**src/rtl/gpc_pkg.sv**
```systemverilog
package gpc_pkg;
  typedef enum logic [1:0] {
    CAP_OFF  = 2'd0,
    CAP_RISE = 2'd1,
    CAP_FALL = 2'd2,
    CAP_ANY  = 2'd3
  } cap_mode_e;

  localparam int unsigned CAP_SLOTS = 2;
endpackage

```
**src/rtl/gpc_sync.sv**
```systemverilog
module gpc_sync #(
  parameter int unsigned STAGES = 2
) (
  input  logic clk_i,
  input  logic rst_ni,
  input  logic d_i,
  output logic q_o
);
  logic [STAGES-1:0] sh_q;

  generate
    if (STAGES == 1) begin : g_one
      always_ff @(posedge clk_i or negedge rst_ni) begin
        if (!rst_ni) sh_q <= '0;
        else         sh_q <= d_i;
      end
    end else begin : g_many
      always_ff @(posedge clk_i or negedge rst_ni) begin
        if (!rst_ni) sh_q <= '0;
        else         sh_q <= {sh_q[STAGES-2:0], d_i};
      end
    end
  endgenerate

  assign q_o = sh_q[STAGES-1];
endmodule

```
**src/rtl/gpc_edge_det.sv**
```systemverilog
module gpc_edge_det
  import gpc_pkg::*;
(
  input  logic      clk_i,
  input  logic      rst_ni,
  input  logic      level_i,
  input  cap_mode_e mode_i,
  output logic      hit_o
);
  logic prev_q;
  logic rise, fall;

  always_ff @(posedge clk_i or negedge rst_ni) begin
    if (!rst_ni) prev_q <= 1'b0;
    else         prev_q <= level_i;
  end

  assign rise = level_i & ~prev_q;
  assign fall = ~level_i & prev_q;

  always_comb begin
    unique case (mode_i)
      CAP_RISE: hit_o = rise;
      CAP_FALL: hit_o = fall;
      CAP_ANY:  hit_o = rise | fall;
      default:  hit_o = 1'b0;
    endcase
  end

  // rising-only mode reacts to a low-to-high move of the level
  a_r3_rise_only: assert property (@(posedge clk_i) disable iff (!rst_ni)
    (hit_o && mode_i == CAP_RISE) |-> (level_i && !$past(level_i)));
  // falling-only mode reacts to a high-to-low move of the level
  a_r4_fall_only: assert property (@(posedge clk_i) disable iff (!rst_ni)
    (hit_o && mode_i == CAP_FALL) |-> (!level_i && $past(level_i)));
  // any hit needs a level change
  a_r5_change_needed: assert property (@(posedge clk_i) disable iff (!rst_ni)
    hit_o |-> (level_i != $past(level_i)));
endmodule

```
**src/rtl/gpc_cap_seq.sv**
```systemverilog
module gpc_cap_seq
  import gpc_pkg::*;
#(
  parameter int unsigned CW = 32
) (
  input  logic                          clk_i,
  input  logic                          rst_ni,
  input  logic                          dir_in_i,
  input  logic                          hit_i,
  input  cap_mode_e                     mode_i,
  input  logic                          irq_second_i,
  input  logic                          ack_i,
  input  logic [CW-1:0]                 count_i,
  output logic [CAP_SLOTS-1:0][CW-1:0]  cap_o,
  output logic                          irq_o
);
  localparam int unsigned CNT_W = $clog2(CAP_SLOTS + 1);

  cap_mode_e                     mode_q;
  logic [CNT_W-1:0]              count_q, cnt_base;
  logic [CAP_SLOTS-1:0][CW-1:0]  cap_q;
  logic                          rearm, take, irq_q;

  assign rearm    = ack_i | ((mode_q == CAP_OFF) & (mode_i != CAP_OFF));
  assign cnt_base = rearm ? '0 : count_q;
  assign take     = dir_in_i & hit_i & (cnt_base < CNT_W'(CAP_SLOTS));

  always_ff @(posedge clk_i or negedge rst_ni) begin
    if (!rst_ni) begin
      mode_q  <= CAP_OFF;
      count_q <= '0;
      irq_q   <= 1'b0;
    end else begin
      mode_q  <= mode_i;
      count_q <= take ? cnt_base + CNT_W'(1) : cnt_base;
      irq_q   <= take & (cnt_base == {{(CNT_W-1){1'b0}}, irq_second_i});
    end
  end

  generate
    for (genvar i = 0; i < CAP_SLOTS; i++) begin : g_slot
      always_ff @(posedge clk_i or negedge rst_ni) begin
        if (!rst_ni)                              cap_q[i] <= '0;
        else if (take && cnt_base == CNT_W'(i))   cap_q[i] <= count_i;
      end
    end
  endgenerate

  assign cap_o = cap_q;
  assign irq_o = irq_q;

  // pin as output freezes slots and blocks requests
  a_r6_output_hold: assert property (@(posedge clk_i) disable iff (!rst_ni)
    !dir_in_i |=> ($stable(cap_q) && !irq_o));
  // mode off freezes slots and blocks requests
  a_r2_off_hold: assert property (@(posedge clk_i) disable iff (!rst_ni)
    (mode_i == CAP_OFF) |=> ($stable(cap_q) && !irq_o));
  // a full unit without re-arm keeps its slots
  a_r7_full_block: assert property (@(posedge clk_i) disable iff (!rst_ni)
    (count_q == CNT_W'(CAP_SLOTS) && !rearm) |=> $stable(cap_q));
  // request follows the selected slot
  a_r9_irq_slot: assert property (@(posedge clk_i) disable iff (!rst_ni)
    irq_o |-> (count_q == CNT_W'($past(irq_second_i)) + CNT_W'(1)));
  // acknowledge leaves at most one capture counted
  a_r10_ack_rearm: assert property (@(posedge clk_i) disable iff (!rst_ni)
    ack_i |=> (count_q <= CNT_W'(1)));
endmodule

```
**src/rtl/gpc_dual_capture.sv**
```systemverilog
module gpc_dual_capture
  import gpc_pkg::*;
#(
  parameter int unsigned CW          = 32,
  parameter int unsigned SYNC_STAGES = 2
) (
  input  logic          clk_i,
  input  logic          rst_ni,
  input  logic          pin_i,
  input  logic          pin_is_input_i,
  input  logic [1:0]    cap_mode_i,
  input  logic          irq_on_second_i,
  input  logic          cap_ack_i,
  input  logic [CW-1:0] counter_i,
  output logic [CW-1:0] capture_a_o,
  output logic [CW-1:0] capture_b_o,
  output logic          cap_irq_o
);
  cap_mode_e                    mode;
  logic                         pin_s, hit;
  logic [CAP_SLOTS-1:0][CW-1:0] caps;

  assign mode = cap_mode_e'(cap_mode_i);

  gpc_sync #(.STAGES(SYNC_STAGES)) u_sync (
    .clk_i  (clk_i),
    .rst_ni (rst_ni),
    .d_i    (pin_i),
    .q_o    (pin_s)
  );

  gpc_edge_det u_edge (
    .clk_i   (clk_i),
    .rst_ni  (rst_ni),
    .level_i (pin_s),
    .mode_i  (mode),
    .hit_o   (hit)
  );

  gpc_cap_seq #(.CW(CW)) u_seq (
    .clk_i        (clk_i),
    .rst_ni       (rst_ni),
    .dir_in_i     (pin_is_input_i),
    .hit_i        (hit),
    .mode_i       (mode),
    .irq_second_i (irq_on_second_i),
    .ack_i        (cap_ack_i),
    .count_i      (counter_i),
    .cap_o        (caps),
    .irq_o        (cap_irq_o)
  );

  assign capture_a_o = caps[0];
  assign capture_b_o = caps[1];
endmodule

```
**config.mk**
```make
export PLATFORM = sky130hd
export DESIGN_NAME = gpc_dual_capture
export DESIGN_NICKNAME = d
export VERILOG_FILES = /design/src/rtl/gpc_pkg.sv /design/src/rtl/gpc_sync.sv /design/src/rtl/gpc_edge_det.sv /design/src/rtl/gpc_cap_seq.sv /design/src/rtl/gpc_dual_capture.sv
export SDC_FILE = /design/constraint.sdc
export NUM_CORES = 1
export LEC_CHECK = 0
export BUFFER_PORTS_ARGS = -buffer_cell sky130_fd_sc_hd__buf_4
export CAP_MARGIN = 20
export CELL_PAD_IN_SITES_DETAIL_PLACEMENT = 0
export CELL_PAD_IN_SITES_GLOBAL_PLACEMENT = 1
export CORE_MARGIN = 8
export CORE_UTILIZATION = 35
export CTS_CLUSTER_DIAMETER = 50
export DETAILED_ROUTE_END_ITERATION = 7
export PLACE_DENSITY_LB_ADDON = 0.12
export SLEW_MARGIN = 15
export SYNTH_ARGS = -nofsm -noshare
export SYNTH_HDL_FRONTEND = slang
export SYNTH_SLANG_ARGS = --single-unit
```
**constraint.sdc**
```tcl
create_clock -name clk_i -period 1.8 [get_ports clk_i]
set_input_delay 0 -clock clk_i [delete_from_list [all_inputs] [get_ports clk_i]]
set_output_delay 0 -clock clk_i [all_outputs]
set_load 0.02 [all_outputs]
```
After elaboration in Yosys (flattened, before gate mapping)
Cells that the tools add are included.
- word-level logic and storage cells: 32
- register bits: 72
- bitwise operators: 10
- reduce and logical (&&, ||, !) cells: 5
- muxes and demuxes: 3
- $add $sub $neg: 1
- eq/ne operators: 5
- $lt $le $gt $ge: 1
- operators with widths (kind ; count):
    $and 1x1->1 ; 6
    $eq 2x1->1 const B ; 2
    $eq 2x2->1 const B ; 2
    $logic_not 2->1 ; 2
    $mux 2 ; 2
    $pmux 1 s3 ; 1
    $add 2x1->2 const B ; 1
    $eq 2x1->1 ; 1
    $logic_and 1x1->1 ; 2
    $lt 2x2->1 const B ; 1
    $not 1->1 ; 2
    $or 1x1->1 ; 2
    $reduce_bool 2->1 ; 1

Logic depth before layout (Yosys ltp)
- depth after elaboration: 7
- gate-level depth with buffers: 7
- depth with buffers taken out: 6

Hierarchy
A second synthesis with hierarchy kept.
- cells, all modules: 170
- area, all modules: 3029.2 µm²
- modules (own cells, without submodules) (module ; area an instance (µm²) ; cells an instance ; times used):
    gpc_cap_seq ; 2895.3 ; 158 ; 1
    gpc_edge_det ; 83.8 ; 10 ; 1
    gpc_sync ; 50.0 ; 2 ; 1

Least setup slack after synthesis
No wires, ideal clock.
- path type: register to register
- start point: reg u_sync.sh_q[1]
- end point: reg u_seq.cap_q (netlist bit u_seq.cap_o[0])
- stages on the path, launching flop included: 8
- buffers on the path: 1
- required time: 1.672 ns
- clock period less this slack: 1.952 ns
- data arrival time: 1.824 ns
- slack: -0.152 ns
- cells stage by stage: dfrtp_1 -> inv_1 -> ha_1 -> nand2b_1 -> a311oi_2 -> nand3_1 -> buf_2 -> mux2_1
- longest elaborated chain between the ends: 7
- ends and longest elaborated chain (element ; RTL line ; text):
    from (decl) ; gpc_sync.sv:9 ; logic [STAGES-1:0] sh_q;
    from (signal assigned) ; gpc_sync.sv:20 ; else sh_q <= {sh_q[STAGES-2:0], d_i};
    $not 1->1 ; gpc_edge_det.sv:19 ; assign fall = ~level_i & prev_q;
    $and 1x1->1 ; gpc_edge_det.sv:19 ;
    $or 1x1->1 ; gpc_edge_det.sv:25 ; CAP_ANY: hit_o = rise | fall;
    $pmux 1 s3 (*) ; gpc_edge_det.sv:22 ; unique case (mode_i)
    $and 1x1->1 (*) (2 in a row) ; gpc_cap_seq.sv:26 ; assign take = dir_in_i & hit_i & (cnt_base < CNT_W'(CAP_SLOTS));
    $logic_and 1x1->1 (*) ; gpc_cap_seq.sv:44 ; else if (take && cnt_base == CNT_W'(i)) cap_q[i] <= count_i;
    to (signal, indexed assignment) ; gpc_cap_seq.sv:44 ;
    to (decl) ; gpc_cap_seq.sv:21 ; logic [CAP_SLOTS-1:0][CW-1:0] cap_q;
Every way passes the cells marked *; elsewhere a longest branch is shown, timed or not.
A chain may end at the register's enable or synchronous reset.

Worst setup path after layout
- start point: reg u_edge.prev_q
- end point: reg u_seq.cap_q (netlist bit u_seq.cap_o[44])
- longest elaborated chain between the ends: 7
- ends and longest elaborated chain (element ; RTL line ; text):
    from (decl) ; gpc_edge_det.sv:10 ; logic prev_q;
    from (signal assigned) ; gpc_edge_det.sv:15 ; else prev_q <= level_i;
    $not 1->1 ; gpc_edge_det.sv:18 ; assign rise = level_i & ~prev_q;
    $and 1x1->1 ; gpc_edge_det.sv:18 ;
    $or 1x1->1 ; gpc_edge_det.sv:25 ;
    $pmux 1 s3 (*) ; gpc_edge_det.sv:22 ;
    $and 1x1->1 (*) (2 in a row) ; gpc_cap_seq.sv:26 ;
    $logic_and 1x1->1 (*) ; gpc_cap_seq.sv:44 ;
Marked as above.

==> reports/results.txt <==
vias in the first global route: 2225
Max Clock Freq: 0.511 GHz
total track usage: 12.9%
average size of a mapped cell: 16.4 um2
vias per inst: 4.46
vias: 1923
area share of the largest cell type after synthesis: 66.1%
synth-to-layout area growth: 64.1%
die height: 104 um
Clk Latency, worst-skew pair: 0.34 ns
Slew Viols, Final: 0
Warnings, synthesis: 0
Cell Rows: 32
Final Util: 58.5%
post-DP HPWL: 4580 um
Worst EP arrival: 2.17 ns
final setup vio count: 64
Tot Pwr: 0.00581 W
FF+latch count, synth: 72
core area: 7650 um2
H-tree depth: 3
Antenna Nets Post-Route: 0
synth unique cells: 16
nature of the critical path startpoint: flip-flop
critical path class: flip-flop to flip-flop
CP Buf/Inv Count: 1
wire per inst: 15.6 um
VDD IR-drop max: 0.000598 V
Post-Syn Nets: 210
post-route cell area: 4470 um2
RSZ-0062 raised after global routing: true
first-pass GRT wire length: 11300 um
Seq/Total Area, Yosys: 66.1%
diode count: 0
CP delay by family, top: flip-flops
status: finished with violations
layout cells sized above 1: 51.1%
Initial Utilization: 35.7%
fin crit period: 1.96 ns
grt ovf: 0
CP max FO: 20
Worst setup EP type: flip-flop
Remaining DRCs: 0
slowest stage delay, CP: 0.38 ns
leading area contributor after synthesis: dfrtp_1
die area: 10900 um2
Max-cap violations: 0
CP max stage cell: dfrtp_1
skew final: 0.00712 ns
WL final: 6720 um
Sink Count: 72
pin count of the biggest net entering global routing: 46
setup total negative slack: -7.93 ns
main area contributors after synthesis: dfrtp_1 (66%), mux2_1 (25%), ha_1 (1.8%)
Pwr Density: 1300 nW/um2
post-layout worst setup margin: -0.157 ns
fin crit share: 109%
die span in x: 104 um
drt pass-1 iters: 4
Final Net Count: 368
Post-Synthesis Cells: 166
RD Place Congestion: 0.670
CTS clk-pin slew, worst paths: 0.08 ns
CTS Buf Count: 9
final hold vios: 0
worst slew pin tran: 0.371 ns
Netlist Area Pre-Place: 2730 um2
initial antenna violation count: 0
Fin Hold WS: 0.118 ns
Leak: 2.26 nW
Starting DRT DRC Count: 31
HP Class: input port to asynchronous set/reset pin
failing checks: negative setup slack
worst-path cell chain: ha_1 -> nand2b_4 -> a311oi_4 -> nand3_2 -> buf_12 -> mux2_1
clock buffer depth: 2
placed inst area: 3740 um2
Req. time, crit path: 2.02 ns
CTS Root Cell: clkbuf_8
Port Buffers: 104
Rel. slew slack: 75.3%
IO Pins: 105
CTS tree: done
[synthesized netlist by cell type (all sizes together)]
cell type,count
nand2b,2
dfrtp,72
nand3,2
xnor2,1
o311ai,1
nand2,3
a21oi,1
o311a,1
xor2,1
buf,6
a311oi,1
ha,4
nor2,2
mux2,64
inv,5
[cell families (layout without fill, tap and decap cells)]
group           after synthesis  in the layout  synth area share [%]
flops                        72             72                  66.1
mux                          64             64                  26.4
buf+inv                      11            174                  1.79
simple gates                  9              9                  1.51
fa+ha+maj                     4              4                  1.84
compound gates                4              4                  1.70
xor+xnor                      2              2                 0.643
[cell usage in the layout (no fill, tap or decap), drive strengths merged]
cell type and instances:
ha 4, buf 116, o311a 1, a311oi 1, nand2 3, nand3 2
o311ai 1, xnor2 1, clkinvlp 2, inv 5, mux2 64, a21oi 1
dlygate4sd3 37, clkinv 1, bufinv 2, nand2b 2, dfrtp 72, xor2 1
nor2 2, clkbuf 11
[report_power, final]
group / switching [W] / leakage [nW] / internal (W) / total (W)
clock network: 0.000587 / 0.106 / 0.000817 / 0.00140
registers: 0.000246 / 0.880 / 0.00207 / 0.00231
logic: 0.00101 / 1.28 / 0.00109 / 0.00209
total: 0.00184 / 2.26 / 0.00397 / 0.00581
[cell type report]
type / instances / area, um2
Fill cell: 630 / 3170
Sequential cell: 72 / 1800
Timing Repair Buffer: 153 / 1290
Multi-Input combinational cell: 83 / 1010
Clock buffer: 11 / 141
Tap cell: 102 / 128
Clock inverter: 5 / 80.1
Inverter: 5 / 18.8
[registers in the layout (all words and copies together), names as in the netlist]
name and count:
u_sync.sh_q 2, u_edge.prev_q 1, u_seq.count_q 2, u_seq.irq_o 1, u_seq.mode_q 2, u_seq.cap_o 64
[layer usage]
layer,vias up,track usage (%),part of all wire [%]
met3,10,5.08,7.8
met4,0,6.62,1.7
met1,949,14.7,44
met2,74,20.3,47
li1,890,-,-
met5,-,0,0
[path summary, 6_finish.rpt]
path | slack (ns) | cells past startpoint | from | end
worst max-delay path | -0.16 | 6 | u_edge.prev_q$_DFF_PN0_ | u_seq.cap_o[44]$_DFFE_PN0P_
worst min register to register | 0.35 | 0 | u_sync.sh_q[0]$_DFF_PN0_ | u_sync.sh_q[1]$_DFF_PN0_
min in group clk_i | 0.12 | 5 | cap_ack_i | u_seq.count_q[1]$_DFF_PN0_
worst max register to register | -0.16 | 6 | u_edge.prev_q$_DFF_PN0_ | u_seq.cap_o[44]$_DFFE_PN0P_
worst min-delay path | 0.12 | 2 | rst_ni | u_seq.cap_o[21]$_DFFE_PN0P_
max in group asynchronous | 1.13 | 3 | rst_ni | u_seq.cap_o[45]$_DFFE_PN0P_
[worst reg2reg max path: stages, from the launching register on]
cell	delay, ns
dfrtp_1	0.38
ha_1	0.29
nand2b_4	0.15
a311oi_4	0.29
nand3_2	0.19
buf_12	0.21
mux2_1	0.33
[stage by stage]
step,setup slack (ns),std cells
after CTS,-0.148,429
after global placement,-0.119,374
after global routing,-0.231,431
after detailed placement,-0.145,374
after floorplan,-0.0505,166
final,-0.157,431
[timing repair]
item / in CTS / in global routing
endpoints found under the setup margin: 64 / 64
resized for setup: 16 / 13
setup buffers: 2 / 2
hold buffers: 37 / 0
hold endpoints to repair: 140 / 0
(Power assumes the default switching activity.)
